### config.mk
export PLATFORM = sky130hd
export DESIGN_NAME = masked_gpio_bank
export DESIGN_NICKNAME = d
export VERILOG_FILES = /design/src/rtl/masked_gpio_bank.sv
export SDC_FILE = /design/constraint.sdc
export NUM_CORES = 1
export LEC_CHECK = 0
export BUFFER_PORTS_ARGS = -buffer_cell sky130_fd_sc_hd__buf_2
export CAP_MARGIN = 25
export CORE_MARGIN = 4
export CORE_UTILIZATION = 50
export DETAILED_ROUTE_END_ITERATION = 10
export GPL_TIMING_DRIVEN = 0
export PLACE_DENSITY = 0.75
export SLEW_MARGIN = 20
export SYNTH_ARGS = -nofsm -noshare
export SYNTH_HDL_FRONTEND = slang
export SYNTH_SLANG_ARGS = --single-unit
### constraint.sdc
create_clock -name clk -period 1.85 [get_ports clk]
set_input_delay 0.0925 -clock clk [delete_from_list [all_inputs] [get_ports clk]]
set_output_delay 0.0925 -clock clk [all_outputs]
set_load 0.02 [all_outputs]
### src/rtl/masked_gpio_bank.sv
module masked_gpio_bank #(
  parameter int NPINS = 32,
  parameter int AW    = 12
) (
  input  logic             clk,
  input  logic             rst_n,
  input  logic [AW-1:0]    bus_addr,
  input  logic             bus_wr,
  input  logic [31:0]      bus_wdata,
  input  logic             bus_rd,
  output logic [31:0]      bus_rdata,
  input  logic [NPINS-1:0] pin_in,
  output logic [NPINS-1:0] pin_out,
  output logic [NPINS-1:0] pin_oe
);

  localparam logic [AW-1:0] OFS_MW_LO = AW'('h000);
  localparam logic [AW-1:0] OFS_MW_HI = AW'('h004);
  localparam logic [AW-1:0] OFS_DATA  = AW'('h040);
  localparam logic [AW-1:0] OFS_IN    = AW'('h060);
  localparam logic [AW-1:0] OFS_DIR   = AW'('h204);
  localparam logic [AW-1:0] OFS_OE    = AW'('h208);

  logic [NPINS-1:0] out_q, dir_q, oe_q, sync1_q, sync2_q;
  logic [31:0]      out32, out_next, rd_mux;
  logic [15:0]      upd;

  assign out32 = 32'(out_q);
  assign upd   = ~bus_wdata[31:16];

  always_comb begin
    out_next = out32;
    if (bus_wr) begin
      case (bus_addr)
        OFS_MW_LO: out_next[15:0]  = (out32[15:0]  & ~upd) | (bus_wdata[15:0] & upd);
        OFS_MW_HI: out_next[31:16] = (out32[31:16] & ~upd) | (bus_wdata[15:0] & upd);
        OFS_DATA:  out_next        = bus_wdata;
        default:   ;
      endcase
    end
  end

  always_comb begin
    case (bus_addr)
      OFS_MW_LO: rd_mux = {16'h0, out32[15:0]};
      OFS_MW_HI: rd_mux = {16'h0, out32[31:16]};
      OFS_DATA:  rd_mux = out32;
      OFS_IN:    rd_mux = 32'(sync2_q);
      OFS_DIR:   rd_mux = 32'(dir_q);
      OFS_OE:    rd_mux = 32'(oe_q);
      default:   rd_mux = 32'h0;
    endcase
  end

  always_ff @(posedge clk or negedge rst_n) begin
    if (!rst_n) begin
      out_q     <= '0;
      dir_q     <= '0;
      oe_q      <= '0;
      sync1_q   <= '0;
      sync2_q   <= '0;
      bus_rdata <= '0;
    end else begin
      out_q     <= out_next[NPINS-1:0];
      sync1_q   <= pin_in;
      sync2_q   <= sync1_q;
      bus_rdata <= bus_rd ? rd_mux : 32'h0;
      if (bus_wr && bus_addr == OFS_DIR) dir_q <= bus_wdata[NPINS-1:0];
      if (bus_wr && bus_addr == OFS_OE)  oe_q  <= bus_wdata[NPINS-1:0];
    end
  end

  assign pin_out = out_q;
  assign pin_oe  = dir_q & oe_q;

endmodule

==> impl_results.md, run 1 <==
- Status: finished with violations
- Failing checks: design-rule violations
- IO Port Bufs: 173
- Syn_nets: 641
- Mapped Cells: 561
- GPL Wtd Cong: 0.8914
- Overall Power: 8.946 mW
- Top cells by area, synth: dfrtp_1 62%, mux2_2 13%, a21oi_1 2.8%
- Synth top cells by count: 192 x dfrtp_1, 90 x mux2_2, 43 x a21oi_1, 33 x and2_1
- First-pass DRT Iterations: 8
- Count leader, synth: dfrtp_1
- Clk slew on worst S/H paths: 70 ps
- DR vias/cell: 5.990
- Worst setup SP type: input pin
- Post-route minimum period: 1699 ps
- CP dominant cell by count: buf_2
- Synth warnings: 0
- Critical path arrival: 2010 ps
- Leading area contributor after synthesis: dfrtp_1
- Area delta synth->final: 31.37%
- Max stage delay on crit path: 480 ps
- Static Leak: 4.978 nW
- Vias in the first global route: 6,504
- Crit path capture type: flip-flop
- CTS sink cnt: 192
- Post-route DRC: 2
- Max cap viols: 0
- Critical path's slowest cell: nand4_1
- Antenna violations before repair: 0
- CTS tree: yes
- Async set-reset flop share out of synthesis: 100.0%
- Chip Width: 132.4 µm
- Diodes inserted: 0
- Mapped Area: 7739 µm²
- Final worst-path cycle share: 91.82%
- Synthesized flop and latch total: 192
- Hold/Removal Path Class: input pin to flip-flop
- Worst path cell trace: buf_2 -> nor4_4 -> nand4_1 -> buf_2 -> a221oi_1 -> a21oi_1
- GR Util All Layers: 26.77%
- Post-route setup slack: 151.4 ps
- CTS root buffer: clkbuf_16
- Hold_ws: 115.9 ps
- Top-area cell type share of the netlist area: 62.09%
- Initial core utilization: 50.91%
- Slew Limit Fails: 0
- Dpl ws: -366.5 ps
- Worst-margin pin slew: 820.2 ps
- Total negative slack: 0 ps
- H-Tree Depth: 4
- Final Hold Fails: 0
- First-pass GRT wire length: 35,950 µm
- Pwr Density: 880.0 nW/µm²
- Vias: 6,122
- Antenna-violating nets left: 0
- Synth cell types: 42
- Die area: 17,530 µm²
- Worst Path Required: 2170 ps
- Cell Rows: 45
- RSZ-0062 raised after global routing: no
- Primary FF master, synth: dfrtp_1
- Die Ht: 132.4 µm
- Max VDD drop: 0.0006859 V
- Core box area: 15,200 µm²
- Clock Skews: 8.305 ps
- CTS buffer count: 17
- CP max FO: 10
- Global route total overflow: 0
- Clk Latency, worst-skew pair: 440 ps
- DP HPWL: 15,160 µm
- Starting DRT DRC Count: 755
- Nets: 901
- CTS max path bufs: 2
- EDFF count, synth: 0
- Slew HR: 45.32%
- Crit path kind: input pin to flip-flop
- Final setup fails: 0
- Pin count of the biggest net entering global routing: 108
- Fmax: 588.7 MHz
- Layout cells sized above 1: 39.81%
- Seq/Total Area, Yosys: 62.09%
- Syn_area_per_cell: 13.79 µm²
- Number of top-level pins: 176
- Post-DR wirelength/cell: 22.86 µm
- Post-Route WL: 23,370 µm
==> placed cells by master (no fill, tap or decap), types with 4 or more instances in the layout <==
cell type	n
a221oi_1	16
nor2_1	14
dlygate4sd3_1	65
clkbuf_1	13
dfrtp_1	192
inv_1	6
a222oi_1	16
nor4_4	4
a22o_1	16
clkbuf_16	17
a22oi_1	16
nand2_1	5
a21oi_1	43
nor3b_1	16
buf_4	7
nand4_1	5
and2_1	33
a221o_1	16
buf_2	184
o21ai_0	6
nor2b_1	5
a31oi_1	5
mux2_2	90
==> where the power goes <==
group          switching (mW)  internal (mW)  leakage, nW  total [mW]
Clock                    1.64           2.09        0.299        3.74
Combinational           0.438          0.322         2.21       0.760
Sequential              0.115           4.33         2.47        4.45
==> critical path: cells and delay by family <==
family,cells,cell delay [ps]
AND/OR/NAND/NOR,2,920
AO/OA/AOI/OAI,2,420
buffers and inverters,2,560
==> layout make-up <==
cell class                      instances  area, µm²
Fill cell                            1070       5036
Timing Repair Buffer                  241       1569
Tap cell                              188      235.2
Clock inverter                         13      151.4
Clock buffer                           19      452.9
Inverter                                7      26.28
Buffer                                 36      185.2
Sequential cell                       192       4805
Multi-Input combinational cell        326       2741
==> worst paths after layout <==
| check | slack (ps) | from | to | depth (start not counted) |
|---|---|---|---|---|
| max | 150 | bus_addr[9] | flip-flop | 6 |
| min | 120 | bus_wr | oe_q[0] | 3 |
| max reg2reg | 490 | flip-flop | bus_rdata[15] | 3 |
| max in group asynchronous | 650 | rst_n | sync1_q[31] | 3 |
| min reg2reg | 350 | sync1_q[15] | sync2_q[15] | 0 |
| min in group asynchronous | 250 | rst_n | bus_rdata[22] | 2 |
==> metal layers <==
layer  vias to the layer above  share of wire [%]  GRT usage, %
met2                       362                 49         42.85
met4                         0                3.9         13.11
met3                        72                8.4         5.687
met5                         -                  0             0
met1                      3058                 39         34.92
li1                       2630                  -             -
==> per-stage QoR <==
stage,std cells,util [%],area [µm²]
global placement,922,58.15,8840
finish,1022,66.87,10170
global route,1022,66.87,10170
detailed placement,923,58.40,8877
floorplan,561,-,7739
CTS,1020,66.65,10130
==> repair_timing <==
item                                    4_1_cts  5_1_grt
endpoints found under the setup margin        0       13
hold buffers                                 65        0
buffers inserted                              0        2
endpoints found under the hold margin       213        0
gates resized for setup                       0        4
==> logic make-up (layout without fill, tap and decap cells) <==
group           Yosys count  after routing  share of synthesized area [%]
flops                   192            192                          62.09
compound gates          135            135                          12.98
simple gates             99             99                          8.860
mux                      91             91                          13.24
buf+inv                  43            316                          2.716
xor+xnor                  1              1                         0.1132
No activity file was read; power rests on OpenSTA's default activity.
==> inputs of run 2 (changes only) <==
--- a/config.mk
+++ b/config.mk
@@ -11,5 +11,4 @@
 export CORE_UTILIZATION = 50
 export DETAILED_ROUTE_END_ITERATION = 10
-export GPL_TIMING_DRIVEN = 0
 export PLACE_DENSITY = 0.75
 export SLEW_MARGIN = 20
==> constraint.sdc (replaced) <==
create_clock -name clk -period 1.85 [get_ports clk]
set_input_delay 0.2775 -clock clk [delete_from_list [all_inputs] [get_ports clk]]
set_output_delay 0.2775 -clock clk [all_outputs]
set_load 0.02 [all_outputs]
==> run 2 against run 1 <==
  * Clock-buffer cell count up 2
  * Via count fell by 1.7%
  * The run now ends clean
  * Critical path depth fell by 4
  * Sequential power hardly changed
  * Wire length is 4.2% lower
==> impl_results.md, run 2 (synthesized netlist as in run 1, its figures left out) <==
- Final setup fails: 0 (unchanged)
- GR Util All Layers: 25.63% (was 26.77%)
- Diodes inserted: 0 (unchanged)
- CTS buffer count: 17 (unchanged)
- Core box area: 15,200 µm² (unchanged)
- Post-route setup slack: 377.5 ps (was 151.4 ps)
- Cell Rows: 45 (unchanged)
- Vias in the first global route: 6,324 (was 6,504)
- Final Hold Fails: 0 (unchanged)
- Cell Count, Final, Fillers Out: 991 (was 1,022)
- Pwr Density: 870.9 nW/µm² (was 880.0 nW/µm²)
- Crit path kind: flip-flop to output pin (was input pin to flip-flop)
- Worst setup SP type: flip-flop (was input pin)
- First-pass DRT Iterations: 8 (unchanged)
- Total negative slack: 0 ps (unchanged)
- Setup Buffers After CTS: 0 (unchanged)
- GPL Wtd Cong: 0.8639 (was 0.8914)
- Slew Limit Fails: 0 (unchanged)
- Dpl ws: 23.77 ps (was -366.5 ps)
- Post-DR wirelength/cell: 22.58 µm (was 22.86 µm)
- Crit path capture type: output pin (was flip-flop)
- Hold/Removal Path Class: input pin to flip-flop (unchanged)
- Initial core utilization: 50.91% (unchanged)
- Max VDD drop: 0.0006311 V (was 0.0006859 V)
- CTS tree: yes (unchanged)
- Max stage delay on crit path: 390 ps (was 480 ps)
- Vias: 6,018 (was 6,122)
- Worst path cell trace: and2_1 -> buf_2 (was buf_2 -> nor4_4 -> nand4_1 -> buf_2 -> a221oi_1 -> a21oi_1)
- Clk Latency, worst-skew pair: 430 ps (was 440 ps)
- Post-route minimum period: 1472 ps (was 1699 ps)
- Slew HR: 51.24% (was 45.32%)
- Met1 WL: 8967 µm (was 9135 µm)
- Chip Width: 132.4 µm (unchanged)
- RSZ-0062 raised after global routing: no (unchanged)
- Clock Skews: 10.16 ps (was 8.305 ps)
- Nets: 871 (was 901)
- Most frequent cells in the layout: 192 x dfrtp_1, 174 x buf_2, 90 x mux2_2 (was 192 x dfrtp_1, 184 x buf_2, 90 x mux2_2)
- Antenna violations before repair: 0 (unchanged)
- H-Tree Depth: 4 (unchanged)
- CTS sink cnt: 192 (unchanged)
- Static Leak: 4.924 nW (was 4.978 nW)
- Max cap viols: 0 (unchanged)
- Top Metal Used: met4 (unchanged)
- Antenna-violating nets left: 0 (unchanged)
- Worst Path Required: 1570 ps (was 2170 ps)
- CTS root buffer: clkbuf_16 (unchanged)
- Global route total overflow: 0 (unchanged)
- Status: finished clean (was finished with violations)
- Number of top-level pins: 176 (unchanged)
- Layout cells sized above 1: 43.59% (was 39.81%)
- Starting DRT DRC Count: 525 (was 755)
- CP max FO: 3 (was 10)
- DR vias/cell: 6.073 (was 5.990)
- Metal3 WL: 1538 µm (was 1972 µm)
- First-pass GRT wire length: 34,820 µm (was 35,950 µm)
- Post-route DRC: 0 (was 2)
- Die area: 17,530 µm² (unchanged)
- Critical path's slowest cell: dfrtp_1 (was nand4_1)
- Post-Route WL: 22,380 µm (was 23,370 µm)
- Pin count of the biggest net entering global routing: 54 (was 108)
- Commonest non-fill, non-tap cell in the layout: dfrtp_1 (unchanged)
- Clk slew on worst S/H paths: 70 ps (about the same)
- CTS max path bufs: 2 (unchanged)
- IO Port Bufs: 175 (was 173)
- Post-route cell area: 10,000 µm² (was 10,170 µm²)
- Die Ht: 132.4 µm (unchanged)
- Critical path arrival: 1190 ps (was 2010 ps)
- DP HPWL: 15,200 µm (was 15,160 µm)
- Routed wl met2: 10,940 µm (was 11,340 µm)
- Placed instance area: 9110 µm² (was 8877 µm²)
- Area delta synth->final: 29.28% (was 31.37%)
- Utilization after layout: 65.81% (was 66.87%)
- Final worst-path cycle share: 79.59% (was 91.82%)
- Worst-margin pin slew: 731.4 ps (was 820.2 ps)
- Cells after DPL: 927 (was 923)
- Fmax: 679.1 MHz (was 588.7 MHz)
==> run 2: changes by cell type in the layout (fill, tap and decap cells not counted), moves of 2 or more <==
| cell | before | now |
|---|---|---|
| buf_6 | 2 | 0 |
| clkinv_2 | 3 | 1 |
| clkbuf_1 | 13 | 2 |
| buf_4 | 7 | 30 |
| buf_12 | 0 | 9 |
| inv_8 | 3 | 0 |
| buf_2 | 184 | 174 |
| buf_1 | 3 | 0 |
| dlygate4sd3_1 | 65 | 33 |
| nor2b_2 | 0 | 2 |
| nor2b_1 | 5 | 3 |
| inv_6 | 1 | 3 |
==> run 2: repair_timing <==
item / CTS / global route
gates resized for setup: 0 / 0
endpoints found under the hold margin: 77 / 0
hold buffers: 33 / 0
==> run 2: final cells by class <==
type	instances	area (µm²)
repair buffers	247	1620
fillers	1108	5197
clock buffers	21	460.4
well taps	188	235.2
clock inverters	10	103.9
multi-input cells	326	2754
flip-flops and latches	192	4805
inverters	7	26.28
==> run 2: power by group <==
part	switching, mW	internal (mW)
logic	0.430	0.310
clock network	1.58	1.94
registers	0.116	4.33
total	2.13	6.58
==> run 2: worst max-delay path, delay by kind of cell (launching register included) <==
family	cells	cell delay [ps]
DFF	1	390
and+or+nand+nor	1	200
buffers and inverters	1	170
==> run 2: metrics by stage <==
stage	hold slack [ps]	power (mW)
3_5_place_dp	249.7	5.211
6_report	74.42	8.713
4_1_cts	59.68	8.745
3_3_place_gp	243.2	5.182
2_1_floorplan	-18.09	4.774
5_1_grt	67.27	9.004
==> run 2: metal layers <==
layer	GRT usage, %	vias to the layer above
met2	40.90	352
met5	0	-
met1	33.51	3026
li1	-	2570
met4	13.39	0
met3	4.962	70
==> run 2: final timing paths <==
path | startpoint | to | slack [ps] | cells after the start
worst max-delay path | dir_q[15] | pin_oe[15] | 380 | 2
worst min-delay path | bus_wdata[24] | flip-flop | 70 | 2
worst max register to register | flip-flop | bus_rdata[6] | 620 | 3
worst min register to register | sync1_q[0] | sync2_q[0] | 350 | 0
max in group asynchronous | rst_n | bus_rdata[31] | 870 | 3
min in group asynchronous | rst_n | asynchronous set/reset pin | 350 | 2
==> inputs of run 3 (changes only) <==
ABC_AREA = 1   (was default)
PLACE_DENSITY = 0.74   (was 0.75)
clock period = 1.42 ns   (was 1.85 ns; I/O delays follow)
==> run 3 against run 2 <==
  * Wire length grew 10%
  * Critical path type unchanged
  * Clock skew shrank 4.1 ps
  * Sequential share of layout area shrank 3.6 points
  * Largest cell class unchanged
  * Power grew 31%
  * Design area grew 8.1%
  * Via count grew 31%
  * Clock-buffer cell count shrank 3
  * Highest routed layer is now met5
  * Sequential power grew 26%
==> impl_results.md, run 3 <==
- Status: finished clean (unchanged)
- Crit path kind: flip-flop to output pin (unchanged)
- IO Port Bufs: 175 (unchanged)
- Total negative slack: 0 ps (unchanged)
- Post-DR wirelength/cell: 16.94 µm (was 22.58 µm)
- Mapped Cells: 1,000 (was 561)
- Pwr Density: 1058 nW/µm² (was 870.9 nW/µm²)
- Crit path capture type: output pin (unchanged)
- Post-Route WL: 24,680 µm (was 22,380 µm)
- Mapped Area: 8373 µm² (was 7739 µm²)
- Global route total overflow: 0 (unchanged)
- Cell Count, Final, Fillers Out: 1,457 (was 991)
- Seq/Total Area, Yosys: 57.38% (was 62.09%)
- Most frequent cells in the layout: 250 x nand2_1, 210 x nand3_1, 192 x dfrtp_1 (was 192 x dfrtp_1, 174 x buf_2, 90 x mux2_2)
- Synth top cells by count: 250 x nand2_1, 210 x nand3_1, 192 x dfrtp_1, 119 x nor2_1, 73 x inv_1 (was 192 x dfrtp_1, 90 x mux2_2, 43 x a21oi_1, 33 x and2_1)
- Post-route setup slack: 55.11 ps (was 377.5 ps)
- Post-route minimum period: 1365 ps
- EDFF count, synth: 0 (unchanged)
- Dpl ws: -138.4 ps (was 23.77 ps)
- Cells after DPL: 1,388 (was 927)
- First-pass DRT Iterations: 6 (was 8)
- Initial core utilization: 50.67% (was 50.91%)
- Hold/Removal Path Class: input pin to flip-flop (unchanged)
- CP max FO: 3 (unchanged)
- Layout fillers: 1,393 (was 1,108)
- Nets: 1,303 (was 871)
- Starting DRT DRC Count: 775 (was 525)
- Vias: 7,870 (was 6,018)
- Leading area contributor after synthesis: dfrtp_1 (unchanged)
- Commonest non-fill, non-tap cell in the layout: nand2_1 (was dfrtp_1)
- CTS max path bufs: 2 (unchanged)
- Layout cells sized above 1: 22.57% (was 43.59%)
- Fmax: 732.7 MHz
- Synth cell types: 22 (was 42)
- Worst path cell trace: nand2_1 -> inv_1 -> buf_2 (was and2_1 -> buf_2)
- Worst setup SP type: flip-flop (unchanged)
- Syn_nets: 1,080 (was 641)
- RSZ-0062 raised after global routing: no (unchanged)
- Die area: 18,880 µm² (was 17,530 µm²)
- CTS buffer count: 17 (unchanged)
- Async set-reset flop share out of synthesis: 100.0% (unchanged)
- CTS tree: yes (unchanged)
- Overall Power: 11.44 mW (was 8.713 mW)
- Final worst-path cycle share: 96.12%
- Post-route DRC: 0 (unchanged)
- Slew HR: 77.91% (was 51.24%)
- Cell Rows: 47 (was 45)
- Slew Limit Fails: 0 (unchanged)
- Count leader, synth: nand2_1 (was dfrtp_1)
- Critical path's slowest cell: dfrtp_1 (unchanged)
- Area delta synth->final: 29.17% (was 29.28%)
- Syn_area_per_cell: 8.373 µm² (was 13.79 µm²)
- First-pass GRT wire length: 38,670 µm (was 34,820 µm)
- Post-route cell area: 10,820 µm² (was 10,000 µm²)
- Max stage delay on crit path: 410 ps (was 390 ps)
- H-Tree Depth: 4 (unchanged)
- DR vias/cell: 5.402 (was 6.073)
- Die Ht: 137.4 µm (was 132.4 µm)
- Static Leak: 5.954 nW (was 4.924 nW)
- DP HPWL: 17,020 µm (was 15,200 µm)
- Worst Path Required: 1210 ps (was 1570 ps)
- Utilization after layout: 65.45% (was 65.81%)
- Primary FF master, synth: dfrtp_1 (unchanged)
- Antenna violations before repair: 2 (was 0)
- Top-area cell type share of the netlist area: 57.38% (was 62.09%)
- Core box area: 16,520 µm² (was 15,200 µm²)
- Antenna-violating nets left: 0 (unchanged)
- Clk slew on worst S/H paths: 70 ps (about the same)
- Max VDD drop: 0.0009014 V (was 0.0006311 V)
- Final Hold Fails: 0 (unchanged)
- Clk Latency, worst-skew pair: 440 ps (was 430 ps)
- Max cap viols: 0 (unchanged)
- CTS sink cnt: 192 (unchanged)
- Clock Skews: 6.085 ps (was 10.16 ps)
- Hold_ws: 16.78 ps (was 74.42 ps)
- Critical path arrival: 1150 ps (was 1190 ps)
- Placed instance area: 9819 µm² (was 9110 µm²)
- CTS root buffer: clkbuf_16 (unchanged)
- Chip Width: 137.4 µm (was 132.4 µm)
- Worst-margin pin slew: 331.3 ps (was 731.4 ps)
- Number of top-level pins: 176 (unchanged)
- Final setup fails: 0 (unchanged)
- Synth warnings: 0 (unchanged)
- Top cells by area, synth: dfrtp_1 57%, nand3_1 13%, nand2_1 11% (was dfrtp_1 62%, mux2_2 13%, a21oi_1 2.8%)
- Pin count of the biggest net entering global routing: 65 (was 54)
- GR Util All Layers: 26.84% (was 25.63%)
- GPL Wtd Cong: 0.8476 (was 0.8639)
- Vias in the first global route: 7,458 (was 6,324)
- Synthesized flop and latch total: 192 (unchanged)
-- run 3: critical path, delay by kind of cell, from the launching register on --
family | cells | cell delay [ps]
buffers and inverters | 2 | 200
DFF | 1 | 410
and+or+nand+nor | 1 | 100
-- run 3: final timing paths --
path	startpoint	to	slack (ps)	depth (start not counted)
worst max-delay path	oe_q[7]	pin_oe[7]	60	3
worst min-delay path	bus_wdata[7]	flip-flop	20	3
worst max register to register	dir_q[13]	bus_rdata[13]	460	5
worst min register to register	sync1_q[12]	sync2_q[12]	350	0
max in group asynchronous	rst_n	bus_rdata[23]	630	3
min in group asynchronous	rst_n	bus_rdata[1]	220	2
-- run 3: layout make-up --
type / count / area [µm²] / share of cell area, %
timing repair buffer: 259 / 1788 / 16.53
tap: 220 / 275.3 / 2.545
clock inverter: 14 / 198.9 / 1.839
clock buffer: 18 / 439.2 / 4.061
inverter: 75 / 281.5 / 2.603
sequential: 192 / 4805 / 44.42
antenna: 1 / 2.502 / 0.02314
multi-input combinational: 678 / 3025 / 27.97
-- run 3: where the power goes --
part           internal (mW)  leakage (nW)  switching, mW
combinational          0.237          3.10          0.390
sequential              5.57          2.53         0.0428
clock                   3.03         0.318           2.17
-- run 3: per-layer routing --
layer	share of wire [%]	track usage, %	routed length (µm)
met1	41	35.93	10040
met2	47	42.84	11670
met3	8.8	5.369	2181
met4	3.1	11.25	764
met5	0.053	0	13
-- run 3: logic make-up (layout without fill, tap and decap cells) --
family	after synthesis	in the layout	share of synthesized area (%)
flip-flops	192	192	57.38
AO/OA/AOI/OAI	82	82	5.036
buffers and inverters	130	366	6.724
AND/OR/NAND/NOR	596	596	30.86
other	0	1	0
-- run 3: timing repair --
action,in CTS,in global routing
resized for setup,0,1
hold buffers,33,0
setup buffers,0,3
setup endpoints to repair,0,1
hold endpoints to repair,203,0
